==> src/rtl/rxwb_pkg.sv <==
package rxwb_pkg;
  // descriptor layout: word 0 status, word 1 control, word 2 buffer address
  localparam int DESC_STRIDE = 16;
  localparam int LEN_W       = 11;
  localparam int FLAG_W      = 7;

  typedef enum logic [3:0] {
    S_IDLE, S_FETCH0, S_FETCH1, S_FETCH2, S_RECV,
    S_WRWORD, S_WRBACK, S_HUNGRY, S_SINK
  } state_t;

  typedef enum logic [1:0] {A_DESC0, A_DESC1, A_DESC2, A_WORD} addr_sel_t;

  typedef struct packed {
    addr_sel_t addrSel;
    logic      loadBase;
    logic      takeCtrl;
    logic      takeBuf;
    logic      takeByte;
    logic      startFrame;
    logic      wordDone;
    logic      segDone;
  } strobe_t;
endpackage

==> src/rtl/rxwb_ctrl.sv <==
module rxwb_ctrl
  import rxwb_pkg::*;
(
  input  logic    clk,
  input  logic    rstN,
  input  logic    ringEn,
  input  logic    pollDemand,
  input  logic    inValid,
  input  logic    inLast,
  input  logic    memGnt,
  input  logic    ownBit,
  input  logic    byteEndsWord,
  input  logic    segFull,
  input  logic    frameEnded,
  output logic    memReq,
  output logic    memWe,
  output logic    inReady,
  output strobe_t stb,
  output logic [7:0] intStatus
);
  state_t state, nextState;
  logic inFrame;

  always_comb begin
    nextState = state;
    memReq    = 1'b0;
    memWe     = 1'b0;
    inReady   = 1'b0;
    stb       = '0;
    intStatus = '0;
    if (!ringEn) begin
      nextState = S_IDLE;
    end else begin
      case (state)
        S_IDLE: begin
          stb.loadBase = 1'b1;
          nextState    = S_FETCH0;
        end
        S_FETCH0: begin
          memReq      = 1'b1;
          stb.addrSel = A_DESC0;
          if (memGnt) begin
            if (ownBit) nextState = S_FETCH1;
            else begin
              intStatus[1] = 1'b1;
              nextState    = inFrame ? S_SINK : S_HUNGRY;
            end
          end
        end
        S_FETCH1: begin
          memReq      = 1'b1;
          stb.addrSel = A_DESC1;
          if (memGnt) begin
            stb.takeCtrl = 1'b1;
            nextState    = S_FETCH2;
          end
        end
        S_FETCH2: begin
          memReq      = 1'b1;
          stb.addrSel = A_DESC2;
          if (memGnt) begin
            stb.takeBuf = 1'b1;
            nextState   = S_RECV;
          end
        end
        S_RECV: begin
          inReady = 1'b1;
          if (inValid) begin
            stb.takeByte = 1'b1;
            if (!inFrame) begin
              stb.startFrame = 1'b1;
              intStatus[6]   = 1'b1;
            end
            if (byteEndsWord) nextState = S_WRWORD;
          end
        end
        S_WRWORD: begin
          memReq      = 1'b1;
          memWe       = 1'b1;
          stb.addrSel = A_WORD;
          if (memGnt) begin
            stb.wordDone = 1'b1;
            nextState    = (frameEnded || segFull) ? S_WRBACK : S_RECV;
          end
        end
        S_WRBACK: begin
          memReq      = 1'b1;
          memWe       = 1'b1;
          stb.addrSel = A_DESC0;
          if (memGnt) begin
            stb.segDone  = 1'b1;
            intStatus[0] = frameEnded;
            nextState    = S_FETCH0;
          end
        end
        S_HUNGRY: begin
          inReady = 1'b1;
          if (inValid) begin
            intStatus[7] = 1'b1;
            if (!inLast) nextState = S_SINK;
          end else if (pollDemand) begin
            nextState = S_FETCH0;
          end
        end
        S_SINK: begin
          inReady = 1'b1;
          if (inValid && inLast) nextState = S_HUNGRY;
        end
        default: nextState = S_IDLE;
      endcase
    end
  end

  always_ff @(posedge clk or negedge rstN) begin
    if (!rstN) begin
      state   <= S_IDLE;
      inFrame <= 1'b0;
    end else begin
      state <= nextState;
      if (!ringEn) inFrame <= 1'b0;
      else if (stb.startFrame) inFrame <= 1'b1;
      else if (stb.segDone && frameEnded) inFrame <= 1'b0;
      else if (state == S_SINK && inValid && inLast) inFrame <= 1'b0;
    end
  end

  // once the closing byte is stored, no further byte is taken next cycle
  p_hold_after_last_r11: assert property (@(posedge clk) disable iff (!rstN)
    (state == S_RECV && inValid && inLast) |=> !inReady);

  // a failed fetch never leads straight into a memory write
  p_nobuf_no_write_r8: assert property (@(posedge clk) disable iff (!rstN)
    intStatus[1] |=> !memWe);
endmodule

==> src/rtl/rxwb_dpath.sv <==
module rxwb_dpath
  import rxwb_pkg::*;
#(
  parameter int ADDR_W = 32
) (
  input  logic              clk,
  input  logic              rstN,
  input  strobe_t           stb,
  input  logic [ADDR_W-1:0] ringBase,
  input  logic [31:0]       memRdata,
  input  logic [7:0]        inData,
  input  logic              inLast,
  input  logic [FLAG_W-1:0] inFlags,
  output logic [ADDR_W-1:0] memAddr,
  output logic [31:0]       memWdata,
  output logic              byteEndsWord,
  output logic              segFull,
  output logic              frameEnded
);
  logic [ADDR_W-1:0] descAddr, wordAddr;
  logic [LEN_W-1:0]  capacity, segCnt, frameLen;
  logic              ringEnd, firstSeg, endedR;
  logic [1:0]        lane;
  logic [31:0]       wordData, backWord;
  logic [FLAG_W-1:0] flagsR;

  always_ff @(posedge clk or negedge rstN) begin
    if (!rstN) begin
      descAddr <= '0;
      wordAddr <= '0;
      capacity <= '0;
      segCnt   <= '0;
      frameLen <= '0;
      ringEnd  <= 1'b0;
      firstSeg <= 1'b0;
      endedR   <= 1'b0;
      lane     <= '0;
      wordData <= '0;
      flagsR   <= '0;
    end else begin
      if (stb.loadBase) descAddr <= ringBase;
      if (stb.takeCtrl) begin
        capacity <= memRdata[LEN_W-1:0];
        ringEnd  <= memRdata[31];
      end
      if (stb.takeBuf) begin
        wordAddr <= memRdata[ADDR_W-1:0];
        segCnt   <= '0;
        lane     <= '0;
        wordData <= '0;
      end
      if (stb.takeByte) begin
        wordData[{lane, 3'b000} +: 8] <= inData;
        lane   <= lane + 2'd1;
        segCnt <= segCnt + LEN_W'(1);
        if (stb.startFrame) begin
          frameLen <= LEN_W'(1);
          firstSeg <= 1'b1;
          endedR   <= inLast;
        end else begin
          frameLen <= frameLen + LEN_W'(1);
          if (inLast) endedR <= 1'b1;
        end
        if (inLast) flagsR <= inFlags;
      end
      if (stb.wordDone) begin
        wordAddr <= wordAddr + ADDR_W'(4);
        lane     <= '0;
        wordData <= '0;
      end
      if (stb.segDone) begin
        descAddr <= ringEnd ? ringBase : descAddr + ADDR_W'(DESC_STRIDE);
        firstSeg <= 1'b0;
      end
    end
  end

  always_comb begin
    backWord        = '0;
    backWord[29]    = firstSeg;
    backWord[28]    = endedR;
    if (endedR) begin
      backWord[22:16]      = flagsR;
      backWord[LEN_W-1:0]  = frameLen;
    end
  end

  always_comb begin
    case (stb.addrSel)
      A_DESC1: memAddr = descAddr + ADDR_W'(4);
      A_DESC2: memAddr = descAddr + ADDR_W'(8);
      A_WORD:  memAddr = wordAddr;
      default: memAddr = descAddr;
    endcase
  end

  assign memWdata     = (stb.addrSel == A_WORD) ? wordData : backWord;
  assign byteEndsWord = (lane == 2'd3) || inLast || ((segCnt + LEN_W'(1)) == capacity);
  assign segFull      = (segCnt == capacity);
  assign frameEnded   = endedR;

  // a byte is only stored while the current buffer still has room
  p_room_for_byte_r4: assert property (@(posedge clk) disable iff (!rstN)
    stb.takeByte |-> (segCnt < capacity));
endmodule

==> src/rtl/rxwb_top.sv <==
module rxwb_top
  import rxwb_pkg::*;
#(
  parameter int ADDR_W = 32
) (
  input  logic              clk,
  input  logic              rstN,
  input  logic              ringEn,
  input  logic [ADDR_W-1:0] ringBase,
  input  logic              pollDemand,
  input  logic              inValid,
  output logic              inReady,
  input  logic [7:0]        inData,
  input  logic              inLast,
  input  logic [6:0]        inFlags,
  output logic              memReq,
  output logic              memWe,
  output logic [ADDR_W-1:0] memAddr,
  output logic [31:0]       memWdata,
  input  logic [31:0]       memRdata,
  input  logic              memGnt,
  output logic [7:0]        intStatus
);
  strobe_t stb;
  logic byteEndsWord, segFull, frameEnded;

  rxwb_ctrl ctrl_i (
    .clk(clk), .rstN(rstN), .ringEn(ringEn), .pollDemand(pollDemand),
    .inValid(inValid), .inLast(inLast), .memGnt(memGnt), .ownBit(memRdata[31]),
    .byteEndsWord(byteEndsWord), .segFull(segFull), .frameEnded(frameEnded),
    .memReq(memReq), .memWe(memWe), .inReady(inReady), .stb(stb),
    .intStatus(intStatus)
  );

  rxwb_dpath #(.ADDR_W(ADDR_W)) dpath_i (
    .clk(clk), .rstN(rstN), .stb(stb), .ringBase(ringBase), .memRdata(memRdata),
    .inData(inData), .inLast(inLast), .inFlags(inFlags), .memAddr(memAddr),
    .memWdata(memWdata), .byteEndsWord(byteEndsWord), .segFull(segFull),
    .frameEnded(frameEnded)
  );

  // a waiting request keeps its address and data until granted
  p_req_held_r10: assert property (@(posedge clk) disable iff (!rstN)
    (memReq && !memGnt) |=> (!ringEn || (memReq && $stable(memAddr) && $stable(memWdata))));

  // the stored-frame pulse coincides with a granted closing write-back
  p_done_on_close_r7: assert property (@(posedge clk) disable iff (!rstN)
    intStatus[0] |-> (memReq && memWe && memGnt && memWdata[28] && !memWdata[31]));
endmodule

==> config.mk <==
export PLATFORM = sky130hd
export DESIGN_NAME = rxwb_top
export DESIGN_NICKNAME = d
export VERILOG_FILES = /design/src/rtl/rxwb_pkg.sv /design/src/rtl/rxwb_ctrl.sv /design/src/rtl/rxwb_dpath.sv /design/src/rtl/rxwb_top.sv
export SDC_FILE = /design/constraint.sdc
export NUM_CORES = 1
export LEC_CHECK = 0
export ABC_AREA = 0
export ABC_CLOCK_PERIOD_IN_PS = 3260
export BUFFER_PORTS_ARGS = -buffer_cell sky130_fd_sc_hd__buf_4
export CAP_MARGIN = 20
export CORE_MARGIN = 5
export CORE_UTILIZATION = 50
export DETAILED_ROUTE_END_ITERATION = 10
export GPL_TIMING_DRIVEN = 0
export PLACE_DENSITY = 0.72
export SKIP_LAST_GASP = 1
export SYNTH_ARGS = -nofsm -noshare
export SYNTH_HDL_FRONTEND = slang
export SYNTH_HIERARCHICAL = 1
export SYNTH_SLANG_ARGS = --single-unit
==> constraint.sdc <==
create_clock -name clk -period 3.26 [get_ports clk]
set_input_delay 0.652 -clock clk [delete_from_list [all_inputs] [get_ports clk]]
set_output_delay 0.652 -clock clk [all_outputs]
set_load 0.05 [all_outputs]
==> summary.txt <==
Mux share of post-synthesis cell area - 3.89%
Overflow after GRT - 0
Yosys top cell area share - 36.7%
HPWL after DPL - 27.1 mm
Reg area - 3660 um^2
Worst slew pin tran - 0.809 ns
CP required - 2.61 ns
I/O pin count - 161
CP Max Fanout - 10
Power per standard cell area - 858 nW/um^2
CP arrival - 2.67 ns
Synth cell count leaders - nand2_1, dfrtp_1, nor2_1, nand3_1
Critical path class - reg -> out
Final Hold Violating Endpoints - 0
Antenna violations before repair - 0
Simple-gate area share of the yosys netlist - 27.5%
TritonCTS clock tree - yes
Buf/Inv on CP - 2
Combined global-route utilization of all metal layers - 32.2%
GPL Wtd Cong - 0.993
Die area - 22800 um^2
Starting Density - 51.0%
Final setup margin - -0.0605 ns
Post-Place Cell Area - 11700 um^2
Fillers - 1640
Final Cell Area - 13300 um^2
Cell depth of the worst flop-to-flop path - 7
DP Worst Slack - -1.11 ns
Compound-Gate Fraction of Synth Area - 21.5%
CP Depth - 7
Clk_skew - 0.00837 ns
CP startpoint kind - flop
Worst hold slack - 0.239 ns
Share of layout cells above drive strength 1 - 28.0%
Adder-Cell Fraction of Synth Area - 1.51%
Die W - 151 um
Via count - 11000
CP cell instances - and4_1 -> buf_4 -> nand2_4 -> o41ai_2 -> a21oi_1 -> a211oi_4 -> buf_6
Nets@finish - 1538
H-tree Lvls - 4
Worst Setup End Kind - output pin
Drt drc - 0
Final Core Density - 68.0%
Post-Synth XOR/XNOR Area - 3.61%
Max-Cap Viols - 0
Clock-pin slew on the worst setup and hold paths - 0.06 ns
Peak supply drop - 0.489 mV
Post-Route WL - 37.7 mm
Post-Synthesis Cells - 1231
CP top delay family - compound AO/OA/AOI/OAI gates
Vias per inst - 6.42
Synth area leaders - dfrtp_1, nand2_1, nor2_1
Initial DRC count - 1321
Clk buf depth - 2
Yosys warns - 6
WL/cell - 21.9 um
Worst Hold Class - in -> async
Largest net degree at the start of global routing - 79
Mapped cell area - 9960 um^2
First-pass GRT wire length - 57.3 mm
Leakage Power - 5.78 nW
Multi-input gate area - 6340 um^2
Seq/Total Area, Yosys - 36.7%
Antenna cells - 0
Run status - finished, violations left
CTS root buf - clkbuf_16
Seq cells post-synth - 146
Setup TNS - -0.118 ns
Post-synth ARST share - 100%
Failing checks - negative setup slack
Port bufs - 156
Worst path slowest cell - dfrtp_1
Crit-path max cell delay - 0.60 ns
Clock Latency Late Sink - 0.42 ns
Syn avg cell area - 8.09 um^2
TritonCTS buffer count - 17
Maximum clock frequency - 0.301 GHz
FP Rows - 51
Post-synth EDFFs - 0
Post-synth top area cell - dfrtp_1
# clock sinks - 146
Worst slew margin - 46.0%
Largest family of logic cells by synthesized area - simple AND/OR/NAND/NOR gates
Antenna-violating nets left - 0
Final worst-path cycle share - 102%
Cell variety after synth - 76
CTS Hold Bufs - 0
Top-count cell post-synth - nand2_1
Area Overhead vs Synth - 33.3%
Most used DFF post-synth - dfrtp_1
Final setup vio count - 3
Vias in the first global route - 10200
Unrepaired setup endpoints after global routing - true
Core area - 19500 um^2
DR pass1 iterations - 6
Crit path time final - 3.32 ns
Die height - 151 um
Slew Viols, Final - 0
sequential cells by signal, summed over array words and instances, names as in the netlist, 2 cells and up:
register / count
dpath_i/descAddr: 32
dpath_i/wordAddr: 32
dpath_i/wordData: 32
dpath_i/capacity: 11
dpath_i/frameLen: 11
dpath_i/segCnt: 11
dpath_i/flagsR: 7
ctrl_i/state: 4
dpath_i/lane: 2
logic make-up (layout without fill, tap and decap cells):
family | count (synthesis) | in the layout
other cells | 1 | 4
mux | 36 | 36
compound gates | 315 | 315
flops | 146 | 146
simple gates | 552 | 552
buf+inv | 128 | 347
fa+ha+maj | 12 | 12
xor+xnor | 41 | 41
metrics by stage:
step / total power [mW] / cells
after global routing: 11.9 / 1718
after floorplan: 6.76 / 1234
final: 11.4 / 1718
after CTS: 11.1 / 1709
after detailed placement: 8.47 / 1656
after global placement: 8.37 / 1655
path summary, 6_finish.rpt:
| kind | start | endpoint | slack (ns) |
|---|---|---|---|
| setup / recovery | dpath_i/descAddr[8] | memAddr[26] | -0.06 |
| hold / removal | rstN | ctrl_i/state[3] | 0.24 |
| setup reg to reg | ctrl_i/state[2] | dpath_i/wordAddr[3] | 0.02 |
| hold reg to reg | dpath_i/descAddr[0] | dpath_i/descAddr[0] | 0.49 |
| max in group asynchronous | rstN | dpath_i/descAddr[20] | 2.15 |
| min in group clk | ringBase[0] | dpath_i/descAddr[0] | 0.43 |
power by group:
group          switching, mW  total [mW]  internal [mW]
clock network          0.815        2.05           1.24
logic                   3.69        6.01           2.33
registers              0.899        3.33           2.43
total                   5.40        11.4           6.00
timing repair:
| action | in CTS | in global routing |
|---|---|---|
| resized for setup | 141 | 53 |
| hold endpoints to repair | 0 | 0 |
| buffers inserted | 25 | 13 |
| pin swaps | 11 | 15 |
| gates cloned | 1 | 0 |
| setup endpoints to repair | 89 | 57 |
worst reg2reg max path: cells and delay by family, from the launching register on:
kind                   cells  cell delay (ns)
AOI/OAI and AO/OA          1             0.21
and+or+nand+nor            2             0.73
buffers and inverters      4             1.73
DFF                        1             0.42
cell usage in the layout, fill, tap and decap left out, types with 34 or more instances in the layout:
master | synthesis | routed
a21oi_1 | 69 | 61
a22oi_1 | 44 | 41
o21ai_0 | 58 | 53
nand2_1 | 163 | 156
nand3_1 | 70 | 66
dfrtp_1 | 146 | 139
clkbuf_1 | 69 | 40
buf_4 | 9 | 183
nand4_1 | 34 | 34
nor2_1 | 121 | 113
layer usage:
metal	track usage [%]	vias to the layer above	share of wire [%]
met5	0	-	0
met4	10.5	0	3.3
met3	6.49	121	11
met2	49.4	695	45
met1	45.7	5263	41
li1	-	4955	-
final cells by class:
cell class,count,area share [%]
timing repair buffer,196,12.2
clock buffer,18,3.31
inverter,29,0.839
clock inverter,14,1.34
tap,265,2.50
buffer,90,4.49
sequential,146,27.6
multi-input combinational,960,47.8
Power figures use the tool's default switching activity.
